`src/rtl/pt_pkg.sv`:
```
package pt_pkg;
  parameter int unsigned VA_W    = 8;
  parameter int unsigned PAGE_W  = 3;
  parameter int unsigned OFF_W   = 4;
  parameter int unsigned FRAME_W = 8;
  localparam int unsigned PA_W    = FRAME_W + OFF_W;
  localparam int unsigned N_PAGES = 1 << PAGE_W;
  localparam int unsigned DIR_W   = VA_W - 1;

  typedef struct packed {
    logic               valid;
    logic [FRAME_W-1:0] frame;
  } pte_t;

  typedef struct packed {
    logic [PA_W-1:0] paddr;
    logic            fault;
  } xres_t;
endpackage

```
`src/rtl/pt_store.sv`:
```
module pt_store
  import pt_pkg::*;
(
  input  logic              clk_i,
  input  logic              rst_ni,
  input  logic              wr_en_i,
  input  logic [PAGE_W-1:0] wr_idx_i,
  input  pte_t              wr_data_i,
  input  logic [PAGE_W-1:0] rd_idx_i,
  output pte_t              rd_pte_o
);
  pte_t ent_q [N_PAGES];

  for (genvar g = 0; g < N_PAGES; g++) begin : g_ent
    always_ff @(posedge clk_i or negedge rst_ni) begin
      if (!rst_ni) begin
        ent_q[g] <= '0;
      end else if (wr_en_i && (wr_idx_i == PAGE_W'(g))) begin
        ent_q[g] <= wr_data_i;
      end
    end
  end

  // read is combinational: same-edge write is seen by the response as old data
  assign rd_pte_o = ent_q[rd_idx_i];
endmodule

```
`src/rtl/pt_map.sv`:
```
module pt_map
  import pt_pkg::*;
(
  input  logic [VA_W-1:0]   vaddr_i,
  input  pte_t              pte_i,
  output logic [PAGE_W-1:0] page_o,
  output xres_t             res_o
);
  logic            direct;
  logic [OFF_W-1:0] offset;

  assign direct = vaddr_i[VA_W-1];
  assign page_o = vaddr_i[OFF_W +: PAGE_W];
  assign offset = vaddr_i[OFF_W-1:0];

  always_comb begin
    res_o = '0;
    if (direct) begin
      res_o.paddr = PA_W'(vaddr_i[DIR_W-1:0]);
    end else if (pte_i.valid) begin
      res_o.paddr = {pte_i.frame, offset};
    end else begin
      res_o.fault = 1'b1;
    end
  end
endmodule

```
`src/rtl/pt_resp.sv`:
```
module pt_resp
  import pt_pkg::*;
(
  input  logic  clk_i,
  input  logic  rst_ni,
  input  logic  accept_i,
  input  xres_t res_i,
  output logic  ready_o,
  output logic  valid_o,
  output xres_t res_o
);
  always_ff @(posedge clk_i or negedge rst_ni) begin
    if (!rst_ni) begin
      ready_o <= 1'b0;
      valid_o <= 1'b0;
      res_o   <= '0;
    end else begin
      ready_o <= 1'b1;
      valid_o <= accept_i;
      res_o   <= accept_i ? res_i : '0;
    end
  end
endmodule

```
`src/rtl/pt_xlate_unit.sv`:
```
module pt_xlate_unit
  import pt_pkg::*;
(
  input  logic               clk_i,
  input  logic               rst_ni,
  input  logic               req_valid_i,
  output logic               req_ready_o,
  input  logic [VA_W-1:0]    req_vaddr_i,
  input  logic               wr_en_i,
  input  logic [PAGE_W-1:0]  wr_idx_i,
  input  logic [FRAME_W:0]   wr_data_i,
  output logic               rsp_valid_o,
  output logic [PA_W-1:0]    rsp_paddr_o,
  output logic               rsp_fault_o
);
  logic [PAGE_W-1:0] page;
  pte_t              pte;
  xres_t             res_d, res_q;
  logic              accept;

  assign accept = req_valid_i && req_ready_o;

  pt_store i_store (
    .clk_i     (clk_i),
    .rst_ni    (rst_ni),
    .wr_en_i   (wr_en_i),
    .wr_idx_i  (wr_idx_i),
    .wr_data_i (pte_t'(wr_data_i)),
    .rd_idx_i  (page),
    .rd_pte_o  (pte)
  );

  pt_map i_map (
    .vaddr_i (req_vaddr_i),
    .pte_i   (pte),
    .page_o  (page),
    .res_o   (res_d)
  );

  pt_resp i_resp (
    .clk_i    (clk_i),
    .rst_ni   (rst_ni),
    .accept_i (accept),
    .res_i    (res_d),
    .ready_o  (req_ready_o),
    .valid_o  (rsp_valid_o),
    .res_o    (res_q)
  );

  assign rsp_paddr_o = res_q.paddr;
  assign rsp_fault_o = res_q.fault;
endmodule

```
`config.mk`:
```
export PLATFORM = sky130hd
export DESIGN_NAME = pt_xlate_unit
export DESIGN_NICKNAME = d
export VERILOG_FILES = /design/src/rtl/pt_pkg.sv /design/src/rtl/pt_store.sv /design/src/rtl/pt_map.sv /design/src/rtl/pt_resp.sv /design/src/rtl/pt_xlate_unit.sv
export SDC_FILE = /design/constraint.sdc
export NUM_CORES = 1
export LEC_CHECK = 0
export CAP_MARGIN = 20
export CORE_UTILIZATION = 25
export DETAILED_ROUTE_END_ITERATION = 10
export GPL_TIMING_DRIVEN = 1
export PLACE_DENSITY = 0.43
export SLEW_MARGIN = 10
export SYNTH_ARGS = -nofsm -noshare
export SYNTH_HDL_FRONTEND = slang
export SYNTH_SLANG_ARGS = --single-unit
```
`constraint.sdc`:
```
create_clock -name clk_i -period 2.2 [get_ports clk_i]
set_clock_uncertainty 0.15 [all_clocks]
set_input_delay 0.44 -clock clk_i [delete_from_list [all_inputs] [get_ports clk_i]]
set_output_delay 0.44 -clock clk_i [all_outputs]
set_load 0.02 [all_outputs]
```
* Word level (Yosys, flattened, before mapping) *
Index checks and enable logic that the tools add are counted.

word-level totals
  bits in registers = 87
  input port bits = 24
  output and inout bits = 15

cells by class
  magnitude comparators = 1
  equality and inequality tests = 7
  mux-type cells = 8
  bitwise gates (word level) = 1
  reductions and logical operators = 10

operators by type and width
  kind                                                                   number
  9-bit binary-select mux with 3-bit select                              1
  12-bit 2-to-1 mux                                                      2
  9-bit 2-to-1 mux                                                       2
  13-bit 2-to-1 mux                                                      1
  3-bit equality test, second input constant                             4
  1-bit logical AND                                                      9
  3-bit by 2-bit equality test with 1-bit output, second input constant  2
  4-bit >= comparator, second input constant                             1
  3-bit NOT with 4-bit output                                            1
  3-bit by 1-bit equality test with 1-bit output, second input constant  1
  3-bit logical NOT                                                      1
  1-bit 2-to-1 mux                                                       2

* Logic depth before layout (Yosys ltp) *
  depth after elaboration = 7
  gate-level depth with buffers = 5
  gate-level depth less buffers = 4

* Cells and area by module *
From an unflattened synthesis, not the netlist that was laid out.

unflattened totals
  cell total of the unflattened synthesis = 239
  area total of the unflattened synthesis = 3966.3 um2

modules (own cells, without submodules)
  module         instances  cells an instance  area an instance (um2)  sequential area each (um2)
  pt_store       1          191                3352.0                  1801.7
  pt_resp        1          30                 483.0                   375.4
  pt_map         1          17                 125.1                   0.0
  pt_xlate_unit  1          1                  6.3                     0.0

* Worst setup path after synthesis *
Ideal clock, no wire load.

  path type = input-to-reg
  start point = input port wr_idx_i[2]
  end point = register i_store.ent_q[63] (netlist name)
  data arrival time = 1.460 ns
  data required time = 1.925 ns
  slack = 0.465 ns
  cell stages on the path = 4
  path buffers = 1
  cells stage by stage = buf_6 nand2b_4 nor3_2 mux2_2

between the ends
  cells in the longest elaborated chain, start to end = 2

ends and longest elaborated chain
  item                            line                 text
  start: declaration              pt_xlate_unit.sv:10  input logic [PAGE_W-1:0] wr_idx_i,
  3-bit logical NOT               pt_store.sv:18       end else if (wr_en_i && (wr_idx_i == PAGE_W'(g))) begin
  1-bit logical AND               pt_store.sv:18
  end signal: indexed assignment  pt_store.sv:19       ent_q[g] <= wr_data_i;
  end: declaration                pt_store.sv:12       pte_t ent_q [N_PAGES];

Every way passes these cells.
A chain may end at the register's enable or synchronous reset.

* Worst setup path in the final report *
  start point = input port req_vaddr_i[4]
  end point = register i_resp.res_o[12] (netlist name)

between the ends
  cells in the longest elaborated chain, start to end = 7

ends and longest elaborated chain
  item                                                  line                text
  start: declaration                                    pt_xlate_unit.sv:8  input logic [VA_W-1:0] req_vaddr_i,
  3-bit NOT with 4-bit output (implied by the code)     pt_store.sv:25      assign rd_pte_o = ent_q[rd_idx_i];
  9-bit binary-select mux with 3-bit select             pt_store.sv:25
  9-bit 2-to-1 mux (implied by the code) (2 in series)  pt_store.sv:25
  12-bit 2-to-1 mux                                     pt_map.sv:20        end else if (pte_i.valid) begin
  12-bit 2-to-1 mux                                     pt_map.sv:18        if (direct) begin
  13-bit 2-to-1 mux                                     pt_resp.sv:20       res_o <= accept_i ? res_i : '0;
  end signal: assignment                                pt_resp.sv:20
  end: declaration                                      pt_resp.sv:10       output xres_t res_o

Every way passes these cells. The select of a mux whose other input is x is not followed.

==> results.cfg <==
[placement]
dpl.hpwl_um = 5730
gp_congestion = 0.662
io_buffers = 38

[setup_path]
crit_path_cell_trace = clkdlybuf4s50_1 > buf_12 > buf_12 > mux4_1 > mux2i_1 > nor2_1
cpPeakStageDelay_ns = 0.55
path_buf_inv = 3
cpMaxStageDelayCell = mux4_1
start_kind = input port
crit_path_end_kind = flip-flop
criticalPathCategory = in -> reg
crit_family = buffers and inverters
cp_data_arrival_time_ns = 2.02
worst-path-max-fanout = 15
crit_top_cell = buf_12
cp.required_ns = 2.28

[worst_hold_path]
hold_class = reg -> reg

[yosys]
synth_edf_count = 0
netlist_area_um2 = 3850
synth-xor-area-share = 0
ys_ff_latch = 87
syn_area_per_cell_um2 = 16.3
synthAdderAreaFrac = 0
yosys.area_share.simple = 0.0526
ys_types = 28
synthMostInstantiatedCell = dfrtp_1
synth_area_leaders = dfrtp_1 56%, mux2_2 21%, mux4_1 8.9%
synth-seq-area-share = 0.565
synth_top_cell_area_share = 0.565
synth_fp_nets = 260
ys_warn_count = 0
netlist_instances = 236
muxShareOfSynthArea = 0.342
synth_compound_area_frac = 0.0130
synth.top_cells.by_count = 87 x dfrtp_1, 72 x mux2_2, 13 x mux4_1, 10 x mux2i_1, 7 x nor2_1
synth_top_family_by_area = multiplexers
synthFlopType = dfrtp_1
async_reset_ff_frac = 1.00
yosysTopAreaCell = dfrtp_1

[sta]
slew_violations = 0
fin_tns_setup_ns = 0
rsz0062_at_grt = false
fmax_ghz = 0.516
final.min_clock_period_ns = 1.94
min_period_over_period = 0.881
setup_viol = 0
holdWs_ns = 0.345
hold_violations = 0

[cts]
clockBufferDepth = 2
cts_made_buffers = 9
cts_sinks = 87
path_clk_slew_ns = 0.07
worstSkewPairLatency_ns = 0.33
htreeDepth = 3
post_cts_buffers = 0
cts_resized = 0
tritoncts = yes
cts_root_buf = clkbuf_16

[drt]
drtAntennaViolNets = 0
via_per_inst = 4.54
firstDrtPassIters = 4
wire_per_inst_um = 17.6
totalWireLength_um = 8680
drt_iter0_drc = 114
drc = 0
routed-via-count = 2235

[final_layout]
nets = 323
nFillCells = 1463
final_util = 0.328
syn2layout_area_growth_pct = 28.7
final_layout_size_suffix_gt1_frac = 0.391
antennaDiodeCount = 0

[power]
p_leak_nw = 2.11
power_density_nw_per_um2 = 867
ir_drop_mv = 0.417

[floorplanning]
die_h_um = 126
die_area_um2 = 15900
fp.dieW_um = 126
core_area_um2 = 15100
io-pin-count = 39
initial_core_util = 0.255
rows = 45

[flow_run]
drv_cap = 0

[grt]
globalRouteOverflowTotal = 0
antenna_found_initial = 0
grt_max_degree = 45
track_usage = 0.120
grt_pass1_vias = 2377
grt_pass1_wl_um = 14000

[status]
outcome = finished clean
placed cells by master (no fill, tap or decap), types with 2 or more instances in the layout:
| cell | n |
|---|---|
| nor3_2 | 2 |
| nand2_1 | 3 |
| mux4_2 | 3 |
| clkinvlp_4 | 3 |
| mux2i_1 | 10 |
| nor2_1 | 7 |
| nand4b_1 | 3 |
| o21ai_0 | 2 |
| buf_4 | 17 |
| nand4_1 | 2 |
| or3b_1 | 2 |
| clkbuf_16 | 9 |
| dfrtp_1 | 87 |
| nor3b_1 | 6 |
| a211oi_1 | 2 |
| mux4_1 | 13 |
| mux2_2 | 72 |
| buf_12 | 8 |
| clkdlybuf4s50_1 | 37 |
flip-flops by register name (all words and copies together) (netlist names):
signal          flops
i_store.ent_q      72
i_resp.ready_o      1
i_resp.valid_o      1
i_resp.res_o       13
cell families (layout without fill, tap and decap cells):
family / count (synthesis) / after routing
other cells: 1 / 1
mux: 98 / 98
compound gates: 7 / 7
simple gates: 31 / 31
flops: 87 / 87
buf+inv: 12 / 80
worst paths after layout:
path	startpoint	end	slack (ns)	cells after the start
min	i_store.ent_q[37]	i_store.ent_q[37]	0.35	1
max	req_vaddr_i[4]	i_resp.res_o[12]	0.26	6
max reg2reg	i_store.ent_q[26]	i_resp.res_o[2]	0.78	5
min in group asynchronous	rst_ni	i_store.ent_q[6]	0.39	2
max in group asynchronous	rst_ni	i_store.ent_q[50]	0.92	3
min reg2reg	i_store.ent_q[37]	i_store.ent_q[37]	0.35	1
per-stage QoR:
| stage | cells | power, mW | area [um^2] | setup WS (ns) |
|---|---|---|---|---|
| 6_report | 492 | 4.30 | 4960 | 0.262 |
| 5_1_grt | 492 | 4.53 | 4960 | 0.110 |
| 4_1_cts | 492 | 4.37 | 4960 | 0.264 |
| 3_5_place_dp | 475 | 2.81 | 4650 | -0.100 |
| 3_3_place_gp | 475 | 2.79 | 4650 | -0.0884 |
| 2_1_floorplan | 236 | 2.53 | 3850 | 0.465 |
power breakdown:
group / switching, mW / leakage (nW) / total, mW / internal, mW
clock: 0.630 / 0.138 / 1.54 / 0.910
sequential: 0.133 / 1.07 / 2.04 / 1.90
combinational: 0.262 / 0.900 / 0.727 / 0.465
metal layers:
layer,vias up,GRT usage,share of wire
li1,1022,-,-
met4,0,0.0432,0.015
met3,9,0.0289,0.030
met5,-,0,0
met2,40,0.183,0.46
met1,1164,0.166,0.50
cell type report:
| cell class | count | area (um^2) | share of cell area |
|---|---|---|---|
| Clock buffer | 11 | 243 | 0.0489 |
| Timing Repair Buffer | 63 | 668 | 0.135 |
| Inverter | 1 | 3.75 | 0.000757 |
| Tap cell | 188 | 235 | 0.0474 |
| Multi-Input combinational cell | 137 | 1580 | 0.318 |
| Clock inverter | 5 | 57.6 | 0.0116 |
| Sequential cell | 87 | 2180 | 0.439 |
timing repair:
item,in CTS,in global routing
hold buffers,1,0
hold endpoints to repair,22,0
setup endpoints to repair,0,0
Power figures use the tool's default switching activity.
